--- src/rtl/pll_search_pkg.sv ---
package pll_search_pkg;

  typedef enum logic [3:0] {
    ST_IDLE,
    ST_P_LAUNCH,
    ST_P_WAIT,
    ST_P_CHECK,
    ST_R_LAUNCH,
    ST_R_WAIT,
    ST_SCORE,
    ST_STEP,
    ST_FINISH
  } srch_state_e;

endpackage

--- src/rtl/pll_div_seq.sv ---
module pll_div_seq #(
  parameter int W = 64,
  localparam int CNT_W = $clog2(W + 1)
) (
  input  logic         clk,
  input  logic         rst_n,
  input  logic         go,
  input  logic [W-1:0] num,
  input  logic [W-1:0] den,
  output logic         done,
  output logic [W-1:0] quo
);

  logic [W-1:0]     rem_q, rem_d;
  logic [W-1:0]     quo_q, quo_d;
  logic [W-1:0]     den_q, den_d;
  logic [CNT_W-1:0] cnt_q, cnt_d;
  logic             run_q, run_d;
  logic             done_q, done_d;
  logic [W:0]       trial;

  always_comb begin
    rem_d  = rem_q;
    quo_d  = quo_q;
    den_d  = den_q;
    cnt_d  = cnt_q;
    run_d  = run_q;
    done_d = 1'b0;
    trial  = {rem_q, quo_q[W-1]};
    if (go) begin
      rem_d = '0;
      quo_d = num;
      den_d = den;
      cnt_d = CNT_W'(W);
      run_d = 1'b1;
    end else if (run_q) begin
      if (trial >= {1'b0, den_q}) begin
        rem_d = W'(trial - {1'b0, den_q});
        quo_d = {quo_q[W-2:0], 1'b1};
      end else begin
        rem_d = trial[W-1:0];
        quo_d = {quo_q[W-2:0], 1'b0};
      end
      cnt_d = cnt_q - CNT_W'(1);
      if (cnt_q == CNT_W'(1)) begin
        run_d  = 1'b0;
        done_d = 1'b1;
      end
    end
  end

  always_ff @(posedge clk or negedge rst_n) begin
    if (!rst_n) begin
      rem_q  <= '0;
      quo_q  <= '0;
      den_q  <= '0;
      cnt_q  <= '0;
      run_q  <= 1'b0;
      done_q <= 1'b0;
    end else begin
      rem_q  <= rem_d;
      quo_q  <= quo_d;
      den_q  <= den_d;
      cnt_q  <= cnt_d;
      run_q  <= run_d;
      done_q <= done_d;
    end
  end

  assign done = done_q;
  assign quo  = quo_q;

endmodule

--- src/rtl/pll_cand_eval.sv ---
module pll_cand_eval #(
  parameter int W           = 64,
  parameter int Q_W         = 6,
  parameter int P_W         = 11,
  parameter int P_MIN       = 8,
  parameter int P_MAX       = 1600,
  parameter int REF_KHZ     = 12800,
  parameter int VCO_MIN_MHZ = 100,
  parameter int VCO_MAX_MHZ = 400
) (
  input  logic [W-1:0]   p_raw,
  input  logic [Q_W-1:0] q,
  output logic [P_W-1:0] p_fit,
  output logic           vco_ok
);

  logic [W-1:0] vco_khz;
  logic [W-1:0] lo_khz;
  logic [W-1:0] hi_khz;

  always_comb begin
    if (p_raw < W'(P_MIN)) begin
      p_fit = P_W'(P_MIN);
    end else if (p_raw > W'(P_MAX)) begin
      p_fit = P_W'(P_MAX);
    end else begin
      p_fit = p_raw[P_W-1:0];
    end
  end

  always_comb begin
    vco_khz = W'(REF_KHZ) * W'(p_fit);
    lo_khz  = W'(VCO_MIN_MHZ) * W'(1000) * W'(q);
    hi_khz  = W'(VCO_MAX_MHZ) * W'(1000) * W'(q);
    vco_ok  = (vco_khz >= lo_khz) && (vco_khz <= hi_khz);
  end

endmodule

--- src/rtl/pll_best_keep.sv ---
module pll_best_keep #(
  parameter int ERR_W  = 64,
  parameter int Q_W    = 6,
  parameter int P_W    = 11,
  parameter int N_W    = 7,
  parameter int RATE_W = 32
) (
  input  logic              clk,
  input  logic              rst_n,
  input  logic              clear,
  input  logic              offer,
  input  logic [ERR_W-1:0]  err,
  input  logic [Q_W-1:0]    q,
  input  logic [P_W-1:0]    p,
  input  logic [N_W-1:0]    n,
  input  logic [RATE_W-1:0] rate,
  output logic              have,
  output logic [Q_W-1:0]    best_q,
  output logic [P_W-1:0]    best_p,
  output logic [N_W-1:0]    best_n,
  output logic [RATE_W-1:0] best_rate
);

  logic              have_q, have_d;
  logic [ERR_W-1:0]  err_q, err_d;
  logic [Q_W-1:0]    q_q, q_d;
  logic [P_W-1:0]    p_q, p_d;
  logic [N_W-1:0]    n_q, n_d;
  logic [RATE_W-1:0] r_q, r_d;
  logic              take;

  // strictly smaller error wins, so the earliest of equals stays
  assign take = offer && (!have_q || (err < err_q));

  always_comb begin
    have_d = have_q;
    err_d  = err_q;
    q_d    = q_q;
    p_d    = p_q;
    n_d    = n_q;
    r_d    = r_q;
    if (clear) begin
      have_d = 1'b0;
    end else if (take) begin
      have_d = 1'b1;
      err_d  = err;
      q_d    = q;
      p_d    = p;
      n_d    = n;
      r_d    = rate;
    end
  end

  always_ff @(posedge clk or negedge rst_n) begin
    if (!rst_n) begin
      have_q <= 1'b0;
      err_q  <= '0;
      q_q    <= '0;
      p_q    <= '0;
      n_q    <= '0;
      r_q    <= '0;
    end else begin
      have_q <= have_d;
      err_q  <= err_d;
      q_q    <= q_d;
      p_q    <= p_d;
      n_q    <= n_d;
      r_q    <= r_d;
    end
  end

  assign have      = have_q;
  assign best_q    = q_q;
  assign best_p    = p_q;
  assign best_n    = n_q;
  assign best_rate = r_q;

endmodule

--- src/rtl/pll_factor_search.sv ---
module pll_factor_search
  import pll_search_pkg::*;
#(
  parameter int TGT_W       = 32,
  parameter int RATE_W      = 32,
  parameter int DIV_W       = 64,
  parameter int Q_MIN       = 2,
  parameter int Q_MAX       = 51,
  parameter int N_MIN       = 1,
  parameter int N_MAX       = 127,
  parameter int P_MIN       = 8,
  parameter int P_MAX       = 1600,
  parameter int OVS_SLOW    = 1024,
  parameter int OVS_FAST    = 256,
  parameter longint unsigned OVS_SPLIT_MILLI = 64'd51_200_000,
  parameter int REF_KHZ     = 12800,
  parameter int VCO_MIN_MHZ = 100,
  parameter int VCO_MAX_MHZ = 400,
  localparam int Q_W   = $clog2(Q_MAX + 1),
  localparam int N_W   = $clog2(N_MAX + 1),
  localparam int P_W   = $clog2(P_MAX + 1),
  localparam int OVS_W = $clog2(OVS_SLOW + 1)
) (
  input  logic              clk,
  input  logic              rst_n,
  input  logic              start,
  input  logic [TGT_W-1:0]  target_milli,
  output logic              busy,
  output logic              done,
  output logic              valid,
  output logic [Q_W-1:0]    pre_div,
  output logic [P_W-1:0]    fb_mult,
  output logic [N_W-1:0]    post_div,
  output logic [OVS_W-1:0]  ovs,
  output logic [RATE_W-1:0] rate_milli
);

  localparam logic [DIV_W-1:0] REF_MILLI  = DIV_W'(REF_KHZ) * DIV_W'(1_000_000);
  localparam logic [DIV_W-1:0] HALF_MILLI = REF_MILLI >> 1;

  srch_state_e       st_q, st_d;
  logic [TGT_W-1:0]  tgt_q, tgt_d;
  logic [OVS_W-1:0]  ovs_q, ovs_d;
  logic [Q_W-1:0]    qi_q, qi_d;
  logic [N_W-1:0]    ni_q, ni_d;
  logic [P_W-1:0]    pc_q, pc_d;
  logic [RATE_W-1:0] rc_q, rc_d;

  logic              done_q, done_d;
  logic              vld_q, vld_d;
  logic [Q_W-1:0]    oq_q, oq_d;
  logic [P_W-1:0]    op_q, op_d;
  logic [N_W-1:0]    on_q, on_d;
  logic [OVS_W-1:0]  oo_q, oo_d;
  logic [RATE_W-1:0] or_q, or_d;

  logic              start_ok;
  logic              div_go, div_done;
  logic [DIV_W-1:0]  div_num, div_den, div_quo;
  logic [DIV_W-1:0]  pair_den;
  logic [P_W-1:0]    p_fit;
  logic              vco_ok;
  logic              rate_fits;
  logic [DIV_W-1:0]  err_abs;
  logic              offer;
  logic              best_have;
  logic [Q_W-1:0]    best_q;
  logic [P_W-1:0]    best_p;
  logic [N_W-1:0]    best_n;
  logic [RATE_W-1:0] best_rate;

  assign start_ok = (st_q == ST_IDLE) && start;
  assign pair_den = DIV_W'(qi_q) * DIV_W'(ni_q) * DIV_W'(ovs_q);
  assign div_go   = (st_q == ST_P_LAUNCH) || (st_q == ST_R_LAUNCH);

  // one shared divider: multiplier search first, exact rate second
  always_comb begin
    if (st_q == ST_R_LAUNCH) begin
      div_num = REF_MILLI * DIV_W'(pc_q);
      div_den = pair_den;
    end else begin
      div_num = DIV_W'(tgt_q) * DIV_W'(qi_q) * DIV_W'(ni_q) * DIV_W'(ovs_q) + HALF_MILLI;
      div_den = REF_MILLI;
    end
  end

  assign rate_fits = (div_quo >> RATE_W) == '0;
  assign err_abs   = (DIV_W'(rc_q) > DIV_W'(tgt_q)) ? DIV_W'(rc_q) - DIV_W'(tgt_q)
                                                    : DIV_W'(tgt_q) - DIV_W'(rc_q);

  pll_div_seq #(
    .W (DIV_W)
  ) u_div (
    .clk  (clk),
    .rst_n(rst_n),
    .go   (div_go),
    .num  (div_num),
    .den  (div_den),
    .done (div_done),
    .quo  (div_quo)
  );

  pll_cand_eval #(
    .W          (DIV_W),
    .Q_W        (Q_W),
    .P_W        (P_W),
    .P_MIN      (P_MIN),
    .P_MAX      (P_MAX),
    .REF_KHZ    (REF_KHZ),
    .VCO_MIN_MHZ(VCO_MIN_MHZ),
    .VCO_MAX_MHZ(VCO_MAX_MHZ)
  ) u_eval (
    .p_raw (div_quo),
    .q     (qi_q),
    .p_fit (p_fit),
    .vco_ok(vco_ok)
  );

  pll_best_keep #(
    .ERR_W (DIV_W),
    .Q_W   (Q_W),
    .P_W   (P_W),
    .N_W   (N_W),
    .RATE_W(RATE_W)
  ) u_best (
    .clk      (clk),
    .rst_n    (rst_n),
    .clear    (start_ok),
    .offer    (offer),
    .err      (err_abs),
    .q        (qi_q),
    .p        (pc_q),
    .n        (ni_q),
    .rate     (rc_q),
    .have     (best_have),
    .best_q   (best_q),
    .best_p   (best_p),
    .best_n   (best_n),
    .best_rate(best_rate)
  );

  always_comb begin
    st_d   = st_q;
    tgt_d  = tgt_q;
    ovs_d  = ovs_q;
    qi_d   = qi_q;
    ni_d   = ni_q;
    pc_d   = pc_q;
    rc_d   = rc_q;
    done_d = 1'b0;
    vld_d  = vld_q;
    oq_d   = oq_q;
    op_d   = op_q;
    on_d   = on_q;
    oo_d   = oo_q;
    or_d   = or_q;
    offer  = 1'b0;
    case (st_q)
      ST_IDLE: begin
        if (start) begin
          tgt_d = target_milli;
          ovs_d = (64'(target_milli) <= OVS_SPLIT_MILLI) ? OVS_W'(OVS_SLOW) : OVS_W'(OVS_FAST);
          qi_d  = Q_W'(Q_MIN);
          ni_d  = N_W'(N_MIN);
          st_d  = ST_P_LAUNCH;
        end
      end
      ST_P_LAUNCH: st_d = ST_P_WAIT;
      ST_P_WAIT: begin
        if (div_done) st_d = ST_P_CHECK;
      end
      ST_P_CHECK: begin
        if (vco_ok) begin
          pc_d = p_fit;
          st_d = ST_R_LAUNCH;
        end else begin
          st_d = ST_STEP;
        end
      end
      ST_R_LAUNCH: st_d = ST_R_WAIT;
      ST_R_WAIT: begin
        if (div_done) begin
          if (rate_fits) begin
            rc_d = div_quo[RATE_W-1:0];
            st_d = ST_SCORE;
          end else begin
            st_d = ST_STEP;
          end
        end
      end
      ST_SCORE: begin
        offer = 1'b1;
        st_d  = ST_STEP;
      end
      ST_STEP: begin
        if (ni_q == N_W'(N_MAX)) begin
          if (qi_q == Q_W'(Q_MAX)) begin
            st_d = ST_FINISH;
          end else begin
            qi_d = qi_q + Q_W'(1);
            ni_d = N_W'(N_MIN);
            st_d = ST_P_LAUNCH;
          end
        end else begin
          ni_d = ni_q + N_W'(1);
          st_d = ST_P_LAUNCH;
        end
      end
      ST_FINISH: begin
        done_d = 1'b1;
        vld_d  = best_have;
        oq_d   = best_have ? best_q    : '0;
        op_d   = best_have ? best_p    : '0;
        on_d   = best_have ? best_n    : '0;
        oo_d   = best_have ? ovs_q     : '0;
        or_d   = best_have ? best_rate : '0;
        st_d   = ST_IDLE;
      end
      default: st_d = ST_IDLE;
    endcase
  end

  always_ff @(posedge clk or negedge rst_n) begin
    if (!rst_n) begin
      st_q   <= ST_IDLE;
      tgt_q  <= '0;
      ovs_q  <= '0;
      qi_q   <= '0;
      ni_q   <= '0;
      pc_q   <= '0;
      rc_q   <= '0;
      done_q <= 1'b0;
      vld_q  <= 1'b0;
      oq_q   <= '0;
      op_q   <= '0;
      on_q   <= '0;
      oo_q   <= '0;
      or_q   <= '0;
    end else begin
      st_q   <= st_d;
      tgt_q  <= tgt_d;
      ovs_q  <= ovs_d;
      qi_q   <= qi_d;
      ni_q   <= ni_d;
      pc_q   <= pc_d;
      rc_q   <= rc_d;
      done_q <= done_d;
      vld_q  <= vld_d;
      oq_q   <= oq_d;
      op_q   <= op_d;
      on_q   <= on_d;
      oo_q   <= oo_d;
      or_q   <= or_d;
    end
  end

  assign busy       = (st_q != ST_IDLE);
  assign done       = done_q;
  assign valid      = vld_q;
  assign pre_div    = oq_q;
  assign fb_mult    = op_q;
  assign post_div   = on_q;
  assign ovs        = oo_q;
  assign rate_milli = or_q;

endmodule

--- config.mk ---
export PLATFORM = sky130hd
export DESIGN_NAME = pll_factor_search
export DESIGN_NICKNAME = d
export VERILOG_FILES = /design/src/rtl/pll_search_pkg.sv /design/src/rtl/pll_div_seq.sv /design/src/rtl/pll_cand_eval.sv /design/src/rtl/pll_best_keep.sv /design/src/rtl/pll_factor_search.sv
export SDC_FILE = /design/constraint.sdc
export NUM_CORES = 2
export LEC_CHECK = 0
export BUFFER_PORTS_ARGS = -buffer_cell sky130_fd_sc_hd__buf_2
export CORE_MARGIN = 2
export CORE_UTILIZATION = 66
export DETAILED_ROUTE_END_ITERATION = 8
export HOLD_SLACK_MARGIN = 0.05
export PLACE_DENSITY = 0.82
export RECOVER_POWER = 50
export SLEW_MARGIN = 20
export SYNTH_ARGS = -nofsm -noshare
export SYNTH_HDL_FRONTEND = slang
export SYNTH_SLANG_ARGS = --single-unit
--- constraint.sdc ---
create_clock -name clk -period 15.7 [get_ports clk]
set_clock_uncertainty 0.05 [all_clocks]
set_input_delay 3.14 -clock clk [delete_from_list [all_inputs] [get_ports clk]]
set_output_delay 3.14 -clock clk [all_outputs]
set_load 0.01 [all_outputs]
==> summary.txt <==
Outcome
  – Violated checks: max-capacitance violations, max-slew violations
  – Status: complete, but fails checks

Finish
  – Fin nets: just under 7000
  – Reg area: ~10000 um2
  – # fillers: ~6000
  – Syn-to-layout area delta: 5.266%
  – Share of cells above drive strength 1: under 10%
  – Post-route cell area: 53020 um2
  – Diodes inserted: 0
  – Area of the multi-input gates: around 37000 um2

GRT
  – First-pass GRT wire length: ~220000 um
  – Antenna violations before repair: 2
  – Vias in the first global route: 42240
  – Total grt overflow: 0
  – Largest net degree at the start of global routing: approximately 150
  – GR Util All Layers: a little over a third

Routing
  – Final ANT Viol Nets: 0
  – DRT iter0 DRCs: 3950
  – DRC: 0
  – Vias after detailed routing: 42050
  – Wirelength per Cell: approximately 20 um
  – Final WL: 137800 um
  – Vias per cell: just over 6
  – Pre-antenna DRT Iters: 7

Worst setup path
  – Max FO, Critical Path: 17
  – Worst Setup Start Kind: register
  – CP Buf/Inv Count: 5
  – CP endpoint kind: register
  – Kind of critical path: reg2reg
  – CP max stage delay: around 0.60 ns
  – Arr. time, crit path: ~15 ns
  – Worst Path Required: roughly 16 ns
  – Crit path from: qi_q[0]
  – RR Startpoint: qi_q[0]
  – CP dominant cell by count: ha_1
  – CP delay by family, top: adder cells
  – Critical-path top delay cell: a311oi_1

STA
  – Fin crit period: about 15 ns
  – Worst-case hold slack: between 0.4 and 0.5 ns
  – Slew HR: -274.6%
  – Period utilization: slightly above 90%
  – Setup TNS: 0 ns
  – Max frequency: between 0.06 and 0.07 GHz
  – Pins Over Slew Limit: roughly 650
  – Final worst slack: 1.176 ns
  – Slew @ Worst Pin: 5.618 ns
  – Setup violators final: 0
  – RSZ-0062 raised after global routing: no
  – Final Hold Viols: 0

Clock network
  – Htree depth: 2
  – Clock Root Buffer: clkbuf_16
  – Clock latency at the later pin of the worst-skew pair: roughly 0.60 ns
  – Clock sink count: about 400
  – CTS tree: built
  – Hold buffer count at cts: 0
  – CTS Buf Count: 44
  – CTS Buffer Depth: 3
  – CTS clk-pin slew, worst paths: 0.06 ns

Floorplan
  – Die Width: about 280 um
  – Die Y: 280.3 um
  – Initial Util: about two thirds
  – Row cnt: about 100
  – Num ports: between 100 and 150
  – Core box area: 75700 um2
  – Die Area: 78550 um2

Synthesis
  – Area leader, netlist: dfrtp_1
  – Post-synthesis cell count: a little under 6000
  – FFs w/ async S/R, synth: between 90% and 100%
  – Sequential fraction of the synthesis area: about a fifth
  – Top FF cell, synth: dfrtp_1
  – Post-synth top area share: about a fifth
  – Count leader, synth: ha_1
  – Synthesized flop and latch total: a little under 400
  – Netlist cell types: between 80 and 90
  – Syn avg cell area: 8.686 um2
  – Area contributors post-synth: dfrtp_1 (20%), ha_1 (17%), fa_1 (17%)
  – Synth Cell Area: 50370 um2
  – EDFF count, synth: 0
  – Commonest cells in the netlist: ha_1 (702), inv_1 (698), nand2_1 (619), fa_1 (417), dfrtp_1 (398)
  – Yosys warns: 0

Worst hold path
  – Worst hold path startpoint: fb_mult[8]
  – Min-delay worst type: reg2reg

Placement
  – Port Buffer Count: between 90 and 100
  – Gpl congestion: around 1.0
  – DP HPWL: between 100000 and 150000 um
  – Dpl cell area: 51490 um2
  – Worst slack at placement: about 1.1 ns

Flow run
  – Max-Cap Viols: 11
## timing repair
| item | 4_1_cts | 5_1_grt |
|---|---|---|
| buffers inserted | 0 | 0 |
| gates resized for setup | 0 | 1 |
| endpoints found under the setup margin | 0 | 3 |
## area by class of cell
class | count | area share [%]
inverter | 705 | 4.991
sequential | 398 | 18.80
clock inverter | 29 | 0.7173
clock buffer | 52 | 2.289
tap | 978 | 2.308
timing repair buffer | 140 | 1.496
multi-input combinational | 4441 | 69.40
## path summary, 6_finish.rpt
kind / slack [ns] / end / cells past startpoint
max: 1.18 / u_div.quo[52] / 52
min: 0.42 / fb_mult[8] / 2
min in group asynchronous: 4.53 / rate_milli[7] / 1
max in group asynchronous: 7.41 / qi_q[5] / 1
min reg2reg: 0.42 / fb_mult[8] / 2
max reg2reg: 1.18 / u_div.quo[52] / 52
## cells by family after synthesis
| family | count (synthesis) | synth area share, % |
|---|---|---|
| adder cells (fa/ha/maj) | 1120 | 34.03 |
| flip-flops | 398 | 19.77 |
| multiplexers | 172 | 3.631 |
| other | 1 | 0.007445 |
| XOR/XNOR | 247 | 4.295 |
| buffers and inverters | 968 | 7.318 |
| AO/OA/AOI/OAI | 1205 | 14.93 |
| AND/OR/NAND/NOR | 1688 | 16.02 |
## cells in the final DEF, fill, tap and decap left out, drive strengths merged, types with 73 or more instances in the layout
master / instances
a21o: 154
a21oi: 304
and2: 253
buf: 129
dfrtp: 398
fa: 417
ha: 702
inv: 700
mux2: 86
mux2i: 86
nand2: 619
nor2: 358
nor3: 73
o21ai: 360
xnor2: 144
xor2: 103
## metal layers
layer	routed length, um	vias up	GRT usage (%)
li1	-	19390	-
met1	54700	20400	46.44
met2	65130	1833	58.96
met3	11120	422	5.471
met4	6865	4	15.78
met5	29	-	0
## metrics by stage
step	util, %	instances
after floorplan	-	5807
after global placement	68.01	6662
after detailed placement	68.02	6662
after CTS	70.12	6743
after global routing	70.05	6743
final	70.05	6743
## worst register-to-register path: cells and delay by family, from the launching register on
kind / cells / cell delay (ns)
adder cells (fa/ha/maj): 15 / 6.04
AND/OR/NAND/NOR: 14 / 2.45
AO/OA/AOI/OAI: 15 / 3.91
buffers and inverters: 5 / 0.65
XOR/XNOR: 3 / 0.79
flip-flops: 1 / 0.37
## sequential cells by signal, indices dropped and copies added (netlist names), 2 cells and up
name / flops
u_div.rem_q: 64
ovs: 2
st_q: 4
rc_q: 32
qi_q: 6
u_best.best_q: 6
u_best.best_p: 11
rate_milli: 32
pc_q: 11
ni_q: 7
pre_div: 6
ovs_q: 2
tgt_q: 32
u_div.cnt_q: 7
u_best.best_rate: 32
u_div.den_q: 17
post_div: 7
u_div.quo: 64
fb_mult: 11
u_best.best_n: 7
u_best.err_q: 33
Power is not shown: default switching activity piles up to over one toggle a cycle in this logic, so the estimate is an artifact.
